$ cat src/rtl/vid_sync_pkg.sv
package vid_sync_pkg;
  localparam int CODE_W = 2;
  localparam int CLK_W  = 8;

  typedef logic [CODE_W-1:0] code_t;

  // bit 7:6 align, 5:4 vsync code, 3:2 vertical delay, 1:0 hsync width
  typedef struct packed {
    code_t align;
    code_t vcode;
    code_t vdelay;
    code_t hwidth;
  } tcfg_t;

  typedef enum logic {MODE_OFFSET = 1'b0, MODE_WIDTH = 1'b1} tmode_t;

  function automatic logic [CLK_W-1:0] pulse_clks(code_t c);
    case (c)
      2'd0:    return 8'd1;
      2'd1:    return 8'd4;
      2'd2:    return 8'd16;
      default: return 8'd128;
    endcase
  endfunction

  function automatic logic [CLK_W-1:0] delay_clks(code_t c);
    case (c)
      2'd0:    return 8'd0;
      2'd1:    return 8'd4;
      2'd2:    return 8'd8;
      default: return 8'd18;
    endcase
  endfunction
endpackage

$ cat src/rtl/vsm_timebase.sv
module vsm_timebase
  import vid_sync_pkg::*;
#(
  parameter int PIX_PER_LINE    = 864,
  parameter int LINES_PER_FRAME = 625,
  parameter int PIX_W           = 10,
  parameter int LIN_W           = 10
) (
  input  logic             clk,
  input  logic             rst,
  input  tcfg_t            cfg_in,
  input  tmode_t           mode_in,
  output logic [PIX_W-1:0] pix_cnt,
  output logic [LIN_W-1:0] line_cnt,
  output tcfg_t            cfg_q,
  output tmode_t           mode_q
);
  localparam logic [PIX_W-1:0] PIX_LAST  = PIX_W'(PIX_PER_LINE - 1);
  localparam logic [LIN_W-1:0] LINE_LAST = LIN_W'(LINES_PER_FRAME - 1);

  logic line_end;
  assign line_end = (pix_cnt == PIX_LAST);

  always_ff @(posedge clk) begin
    if (rst) begin
      pix_cnt  <= '0;
      line_cnt <= '0;
      cfg_q    <= cfg_in;
      mode_q   <= mode_in;
    end else if (line_end) begin
      pix_cnt  <= '0;
      line_cnt <= (line_cnt == LINE_LAST) ? '0 : line_cnt + 1'b1;
      cfg_q    <= cfg_in;
      mode_q   <= mode_in;
    end else begin
      pix_cnt  <= pix_cnt + 1'b1;
    end
  end

  assert_cnt_range_R9: assert property (@(posedge clk) disable iff (rst)
    (pix_cnt <= PIX_LAST) && (line_cnt <= LINE_LAST));

  assert_cfg_hold_R8: assert property (@(posedge clk) disable iff (rst)
    (pix_cnt != '0) |-> ($stable(cfg_q) && $stable(mode_q)));
endmodule

$ cat src/rtl/vsm_decode.sv
module vsm_decode
  import vid_sync_pkg::*;
#(
  parameter int PIX_PER_LINE = 864,
  parameter int VS_LINES     = 2,
  parameter int ACT_START    = 132,
  parameter int ACT_LEN      = 720,
  parameter int PIX_W        = 10,
  parameter int POS_W        = 20
) (
  input  tcfg_t            cfg_q,
  input  tmode_t           mode_q,
  output logic [PIX_W-1:0] hs_width,
  output logic [POS_W-1:0] vs_start,
  output logic [POS_W-1:0] vs_end,
  output logic [PIX_W-1:0] de_start,
  output logic [PIX_W-1:0] de_stop
);
  localparam logic [POS_W-1:0] SPAN_BASE = POS_W'(VS_LINES * PIX_PER_LINE);
  localparam logic [POS_W-1:0] HALF_LINE = POS_W'(PIX_PER_LINE / 2);
  localparam logic [PIX_W-1:0] ACT_S     = PIX_W'(ACT_START);
  localparam logic [PIX_W-1:0] ACT_E     = PIX_W'(ACT_START + ACT_LEN);

  logic [POS_W-1:0] short_end, span_end;

  always_comb begin
    hs_width  = PIX_W'(pulse_clks(cfg_q.hwidth));
    vs_start  = POS_W'(delay_clks(cfg_q.vdelay));
    short_end = vs_start + POS_W'(pulse_clks(cfg_q.vcode));
    span_end  = SPAN_BASE + vs_start + (cfg_q.vcode[0] ? HALF_LINE : '0);
    vs_end    = (mode_q == MODE_WIDTH) ? short_end : span_end;
    de_start  = ACT_S + PIX_W'(cfg_q.align);
    de_stop   = ACT_E + PIX_W'(cfg_q.align);
  end
endmodule

$ cat src/rtl/vsm_pulse_gen.sv
module vsm_pulse_gen #(
  parameter int PIX_PER_LINE = 864,
  parameter int PIX_W        = 10,
  parameter int LIN_W        = 10,
  parameter int POS_W        = 20
) (
  input  logic             clk,
  input  logic             rst,
  input  logic [PIX_W-1:0] pix_cnt,
  input  logic [LIN_W-1:0] line_cnt,
  input  logic [PIX_W-1:0] hs_width,
  input  logic [POS_W-1:0] vs_start,
  input  logic [POS_W-1:0] vs_end,
  input  logic [PIX_W-1:0] de_start,
  input  logic [PIX_W-1:0] de_stop,
  output logic             hsync_n,
  output logic             vsync_n,
  output logic             data_valid,
  output logic             field_odd
);
  logic [POS_W-1:0] pos;
  logic hs_on, vs_on, de_on;

  assign pos   = POS_W'(line_cnt) * POS_W'(PIX_PER_LINE) + POS_W'(pix_cnt);
  assign hs_on = (pix_cnt < hs_width);
  assign vs_on = (pos >= vs_start) && (pos < vs_end);
  assign de_on = (pix_cnt >= de_start) && (pix_cnt < de_stop);

  always_ff @(posedge clk) begin
    if (rst) begin
      hsync_n    <= 1'b1;
      vsync_n    <= 1'b1;
      data_valid <= 1'b0;
      field_odd  <= 1'b0;
    end else begin
      hsync_n    <= ~hs_on;
      vsync_n    <= ~vs_on;
      data_valid <= de_on;
      if (vs_on && vsync_n) field_odd <= ~field_odd;
    end
  end

  assert_hs_start_R2: assert property (@(posedge clk) disable iff (rst)
    $fell(hsync_n) |-> ($past(pix_cnt) == '0));

  assert_vs_start_R3: assert property (@(posedge clk) disable iff (rst)
    $fell(vsync_n) |-> ($past(pos) == $past(vs_start)));

  assert_de_start_R6: assert property (@(posedge clk) disable iff (rst)
    $rose(data_valid) |-> ($past(pix_cnt) == $past(de_start)));

  assert_field_flip_R7: assert property (@(posedge clk) disable iff (rst)
    $fell(vsync_n) |-> (field_odd != $past(field_odd)));
endmodule

$ cat src/rtl/vid_sync_master.sv
module vid_sync_master
  import vid_sync_pkg::*;
#(
  parameter int PIX_PER_LINE    = 864,
  parameter int LINES_PER_FRAME = 625,
  parameter int VS_LINES        = 2,
  parameter int ACT_START       = 132,
  parameter int ACT_LEN         = 720
) (
  input  logic       clk,
  input  logic       rst,
  input  logic [7:0] timing_cfg,
  input  logic       timing_mode,
  output logic       hsync_n,
  output logic       vsync_n,
  output logic       data_valid,
  output logic       field_odd
);
  localparam int PIX_W = $clog2(PIX_PER_LINE + 1);
  localparam int LIN_W = $clog2(LINES_PER_FRAME);
  localparam int POS_W = $clog2(PIX_PER_LINE * (LINES_PER_FRAME + 1));

  tcfg_t            cfg_in, cfg_q;
  tmode_t           mode_in, mode_q;
  logic [PIX_W-1:0] pix_cnt, hs_width, de_start, de_stop;
  logic [LIN_W-1:0] line_cnt;
  logic [POS_W-1:0] vs_start, vs_end;

  assign cfg_in  = tcfg_t'(timing_cfg);
  assign mode_in = tmode_t'(timing_mode);

  vsm_timebase #(
    .PIX_PER_LINE(PIX_PER_LINE), .LINES_PER_FRAME(LINES_PER_FRAME),
    .PIX_W(PIX_W), .LIN_W(LIN_W)
  ) u_timebase (
    .clk(clk), .rst(rst), .cfg_in(cfg_in), .mode_in(mode_in),
    .pix_cnt(pix_cnt), .line_cnt(line_cnt), .cfg_q(cfg_q), .mode_q(mode_q)
  );

  vsm_decode #(
    .PIX_PER_LINE(PIX_PER_LINE), .VS_LINES(VS_LINES),
    .ACT_START(ACT_START), .ACT_LEN(ACT_LEN),
    .PIX_W(PIX_W), .POS_W(POS_W)
  ) u_decode (
    .cfg_q(cfg_q), .mode_q(mode_q), .hs_width(hs_width),
    .vs_start(vs_start), .vs_end(vs_end),
    .de_start(de_start), .de_stop(de_stop)
  );

  vsm_pulse_gen #(
    .PIX_PER_LINE(PIX_PER_LINE), .PIX_W(PIX_W), .LIN_W(LIN_W), .POS_W(POS_W)
  ) u_pulse (
    .clk(clk), .rst(rst), .pix_cnt(pix_cnt), .line_cnt(line_cnt),
    .hs_width(hs_width), .vs_start(vs_start), .vs_end(vs_end),
    .de_start(de_start), .de_stop(de_stop),
    .hsync_n(hsync_n), .vsync_n(vsync_n),
    .data_valid(data_valid), .field_odd(field_odd)
  );
endmodule

$ cat config.mk
export PLATFORM = sky130hd
export DESIGN_NAME = vid_sync_master
export DESIGN_NICKNAME = d
export VERILOG_FILES = /design/src/rtl/vid_sync_pkg.sv /design/src/rtl/vsm_timebase.sv /design/src/rtl/vsm_decode.sv /design/src/rtl/vsm_pulse_gen.sv /design/src/rtl/vid_sync_master.sv
export SDC_FILE = /design/constraint.sdc
export NUM_CORES = 1
export LEC_CHECK = 0
export BUFFER_PORTS_ARGS = -buffer_cell sky130_fd_sc_hd__buf_2
export CAP_MARGIN = 20
export CORE_MARGIN = 8
export CORE_UTILIZATION = 38
export CTS_CLUSTER_DIAMETER = 120
export DETAILED_ROUTE_END_ITERATION = 6
export SLEW_MARGIN = 20
export SYNTH_ARGS = -nofsm -noshare
export SYNTH_HDL_FRONTEND = slang
export SYNTH_SLANG_ARGS = --single-unit
$ cat constraint.sdc
create_clock -name clk -period 6.5 [get_ports clk]
set_input_delay 1.3 -clock clk [delete_from_list [all_inputs] [get_ports clk]]
set_output_delay 1.3 -clock clk [all_outputs]
set_load 0.01 [all_outputs]
==> results by group <==
Drt
  – Total length of routed wires: between 7 and 8 mm
  – Average via count per standard cell: 5.19
  – Total via count after detailed routing: just over 3000
  – Antenna viol nets, final: 0
  – Drt first pass iters: 4
  – Violation count after the first detailed-route iteration: 132
  – Post-route DRC: 0
  – Average routed wire per standard cell: 13.5 um

Floorplanning
  – Die ar.: 13500 um^2
  – Initial core utilization: 0.391
  – IO Pins: 15
  – Std-Cell Core Area: 9770 um^2
  – X dimension of the die: 116 um
  – Placement Rows: 36
  – Die Height: 116 um

Clocking
  – Total number of H-tree levels: 2
  – Register clock-pin slew on the reported worst setup and hold paths: roughly 0.090 ns
  – Number of buffers between clock root and the deepest sink: 2
  – CTS sink cnt: 33
  – TritonCTS clock tree: built
  – Post-CTS setup repair buffer count: 0
  – Root Driver: sky130_fd_sc_hd__clkbuf_8
  – Clock buffers created by TritonCTS: 5
  – Post-CTS Resized: 0
  – Hold-fix buffer count after cts: 0
  – Worst-skew pair later-pin latency: 0.29 ns

Synthesis
  – Share of flip-flops with an asynchronous set or reset after synthesis: 0
  – Simple-Gate Fraction of Synth Area: 0.202
  – Area share of the largest cell type after synthesis: 0.226
  – Share of cell area taken by muxes after synthesis: 0.0138
  – Complex-gate fraction of the synthesized area: 0.156
  – Post-synthesis share of cell area spent on full adders, half adders and majority gates: 0.284
  – Xor/xnor cell area share of the yosys netlist: 0.0780
  – Cells taking the most area after synthesis: sky130_fd_sc_hd__ha_1 (23%), sky130_fd_sc_hd__dfxtp_1 (13%), sky130_fd_sc_hd__edfxtp_1 (7.1%), sky130_fd_sc_hd__fa_1 (5.8%), sky130_fd_sc_hd__inv_1 (5.1%)
  – Portion of the post-synthesis area used by sequential elements: 0.197
  – Post-synthesis cell type count: between 60 and 70
  – Post-Synthesis Cell Area: 3820 um^2
  – Count of state elements after synthesis: 33
  – Syn_nets: 539
  – Number of warnings printed during yosys synthesis: 0
  – Mean cell area of the mapped netlist: 8.52 um^2
  – Predominant post-synthesis flop cell: sky130_fd_sc_hd__dfxtp_1
  – Synthesized instance count: 448
  – Dominant combinational cell family by area after synthesis: adder cells
  – Number of flops mapped to enable cells by yosys: 9
  – Library cell occupying the most area in the post-synthesis netlist: sky130_fd_sc_hd__ha_1

Flow run
  – # Max-Cap Violations: 0

STA
  – Setup Viol. Count Final: 0
  – Final period util: 0.774
  – Setup tns final: 0 ns
  – Max-slew headroom at the worst pin: 0.540
  – Clk_skew: 0.0137 ns
  – Highest achievable clock rate: 199 MHz
  – Final hold vios: 0
  – Final number of max-transition violations: 0
  – RSZ-0062 raised after global routing: false
  – Final critical path time including I/O delays and setup: 5.03 ns
  – Worst Max-Slew Pin Slew: between 0.6 and 0.7 ns

Finish
  – Most frequent standard cell in the layout excluding fill and tap cells: sky130_fd_sc_hd__ha_1
  – Final #Nets: 544
  – Core occupancy in the finished layout: 0.416
  – Most frequent cells in the layout: sky130_fd_sc_hd__ha_1 (69), sky130_fd_sc_hd__inv_1 (52), sky130_fd_sc_hd__nor2_1 (41)
  – Number of diodes added for antenna fixing: 0
  – Fill cells: 1004
  – Proportion of layout cells with a drive suffix above 1: 0.0705
  – Synth-to-layout area growth: 6.59%

Critical path
  – Worst setup SP type: flip-flop
  – Critical Path AT: about 5.2 ns
  – Critical path capture point type: flip-flop
  – Biggest fanout along the worst timing path: 12
  – CP Data Required Time: 6.68 ns
  – Critical path type: reg -> reg

Worst hold path
  – Path class of the lowest-slack min-delay path: reg -> reg

Placement
  – Hpwl dp: 6.33 mm
  – Buffers on Ports: 14
  – Final RePlAce weighted congestion: 0.811

Global route
  – Met1 capacity usage during global routing: 0.154
  – Busiest grt layer: met2
  – Number of global-route vias before repair: 2992
  – First-pass GRT wire length: about 14 mm
  – GR met3 Demand/Resource: 0.0207
  – Total grt overflow: 0
  – Antenna violations before repair: 0
  – GR Util All Layers: 0.125
  – Met2 Use GR: 0.221
  – Maximum number of pins on one net before global-route repair: 18

Power and ir drop
  – Power per unit of standard cell area: 111 nW/um^2
  – Static leakage: approximately 0.002 uW
  – Max VDD drop: 0.112 mV

Run status
  – Status: completed
final timing paths:
kind	from	endpoint	slack, ns	cells past startpoint
setup / recovery	u_timebase.line_cnt[3]	u_pulse.field_odd	1.47	18
hold / removal	u_timebase.pix_cnt[0]	u_timebase.pix_cnt[0]	0.53	1
setup reg to reg	u_timebase.line_cnt[3]	u_pulse.field_odd	1.47	18
hold reg to reg	u_timebase.pix_cnt[0]	u_timebase.pix_cnt[0]	0.53	1
stage by stage:
step / setup slack (ns) / power, uW / hold slack [ns] / instances / cell area [um^2]
2_1_floorplan: 1.90 / 279 / 0.461 / 448 / 3820
3_3_place_gp: 1.59 / 295 / 0.519 / 579 / 3980
6_report: 1.47 / 452 / 0.527 / 587 / 4070
3_5_place_dp: 1.49 / 297 / 0.520 / 579 / 3980
4_1_cts: 1.48 / 459 / 0.537 / 587 / 4070
5_1_grt: 1.04 / 480 / 0.563 / 587 / 4070
layout make-up:
cell class	count	area, um^2	share of cell area
clock buffer	5	68.8	0.0169
clock inverter	3	17.5	0.00430
inverter	52	195	0.0480
multi-input combinational	347	2800	0.688
sequential	33	751	0.184
tap	133	166	0.0409
timing repair buffer	14	70.1	0.0172
Yosys cell counts (all sizes together), types with 3 or more instances:
cell     count
or3          4
nor2        41
buf          5
xnor2       22
inv         52
o21bai       3
nor4         4
nand3       11
nor3         7
and2         5
xor2        12
mux2i        3
fa          11
a21oi       20
and3         6
edfxtp       9
o21ai       17
nand2b       7
o41ai        3
clkbuf      11
ha          69
nor2b        9
a31oi        5
nand4b       3
dfxtp       24
nand4        9
nand2       25
o211a        3
a2111oi      4
and4b        3
a311oi       3
a21o         5
cells by family after synthesis:
family,after synthesis
buf+inv,68
mux,5
simple gates,145
flops,33
xor+xnor,34
fa+ha+maj,80
compound gates,83
routing by layer:
metal,vias up,routed length (um),share of wire
met2,32,3780,0.48
met4,0,114,0.014
met1,1416,3840,0.49
met3,6,181,0.023
li1,1591,-,-
met5,-,0,0
sequential cells by signal, summed over array words and instances, names as in the netlist:
signal               count
u_timebase.pix_cnt      10
u_timebase.line_cnt     10
u_pulse.hsync_n          1
u_pulse.data_valid       1
u_pulse.vsync_n          1
u_timebase.cfg_q         8
u_timebase.mode_q        1
u_pulse.field_odd        1
where the power goes:
| group | switching (uW) | internal (uW) |
|---|---|---|
| Combinational | 30.7 | 29.9 |
| Clock | 86.5 | 74.2 |
| Sequential | 9.77 | 221 |
| Total | 127 | 325 |
critical path, cell delays in order (launching register included):
cell	delay [ns]
sky130_fd_sc_hd__dfxtp_1	0.45
sky130_fd_sc_hd__inv_1	0.11
sky130_fd_sc_hd__ha_1	0.33
sky130_fd_sc_hd__xor2_1	0.19
sky130_fd_sc_hd__ha_1	0.19
sky130_fd_sc_hd__a21oi_1	0.06
sky130_fd_sc_hd__fa_1	0.49
sky130_fd_sc_hd__inv_1	0.04
sky130_fd_sc_hd__ha_1	0.45
sky130_fd_sc_hd__a2111oi_4	0.35
sky130_fd_sc_hd__o21ai_2	0.10
sky130_fd_sc_hd__a221o_1	0.44
sky130_fd_sc_hd__a221o_1	0.39
sky130_fd_sc_hd__a2111oi_2	0.37
sky130_fd_sc_hd__nor3_1	0.12
sky130_fd_sc_hd__nor2_1	0.11
sky130_fd_sc_hd__a22oi_1	0.11
sky130_fd_sc_hd__nor4b_2	0.30
sky130_fd_sc_hd__mux2_1	0.34
Note: power is estimated with default switching activity, not from simulation.
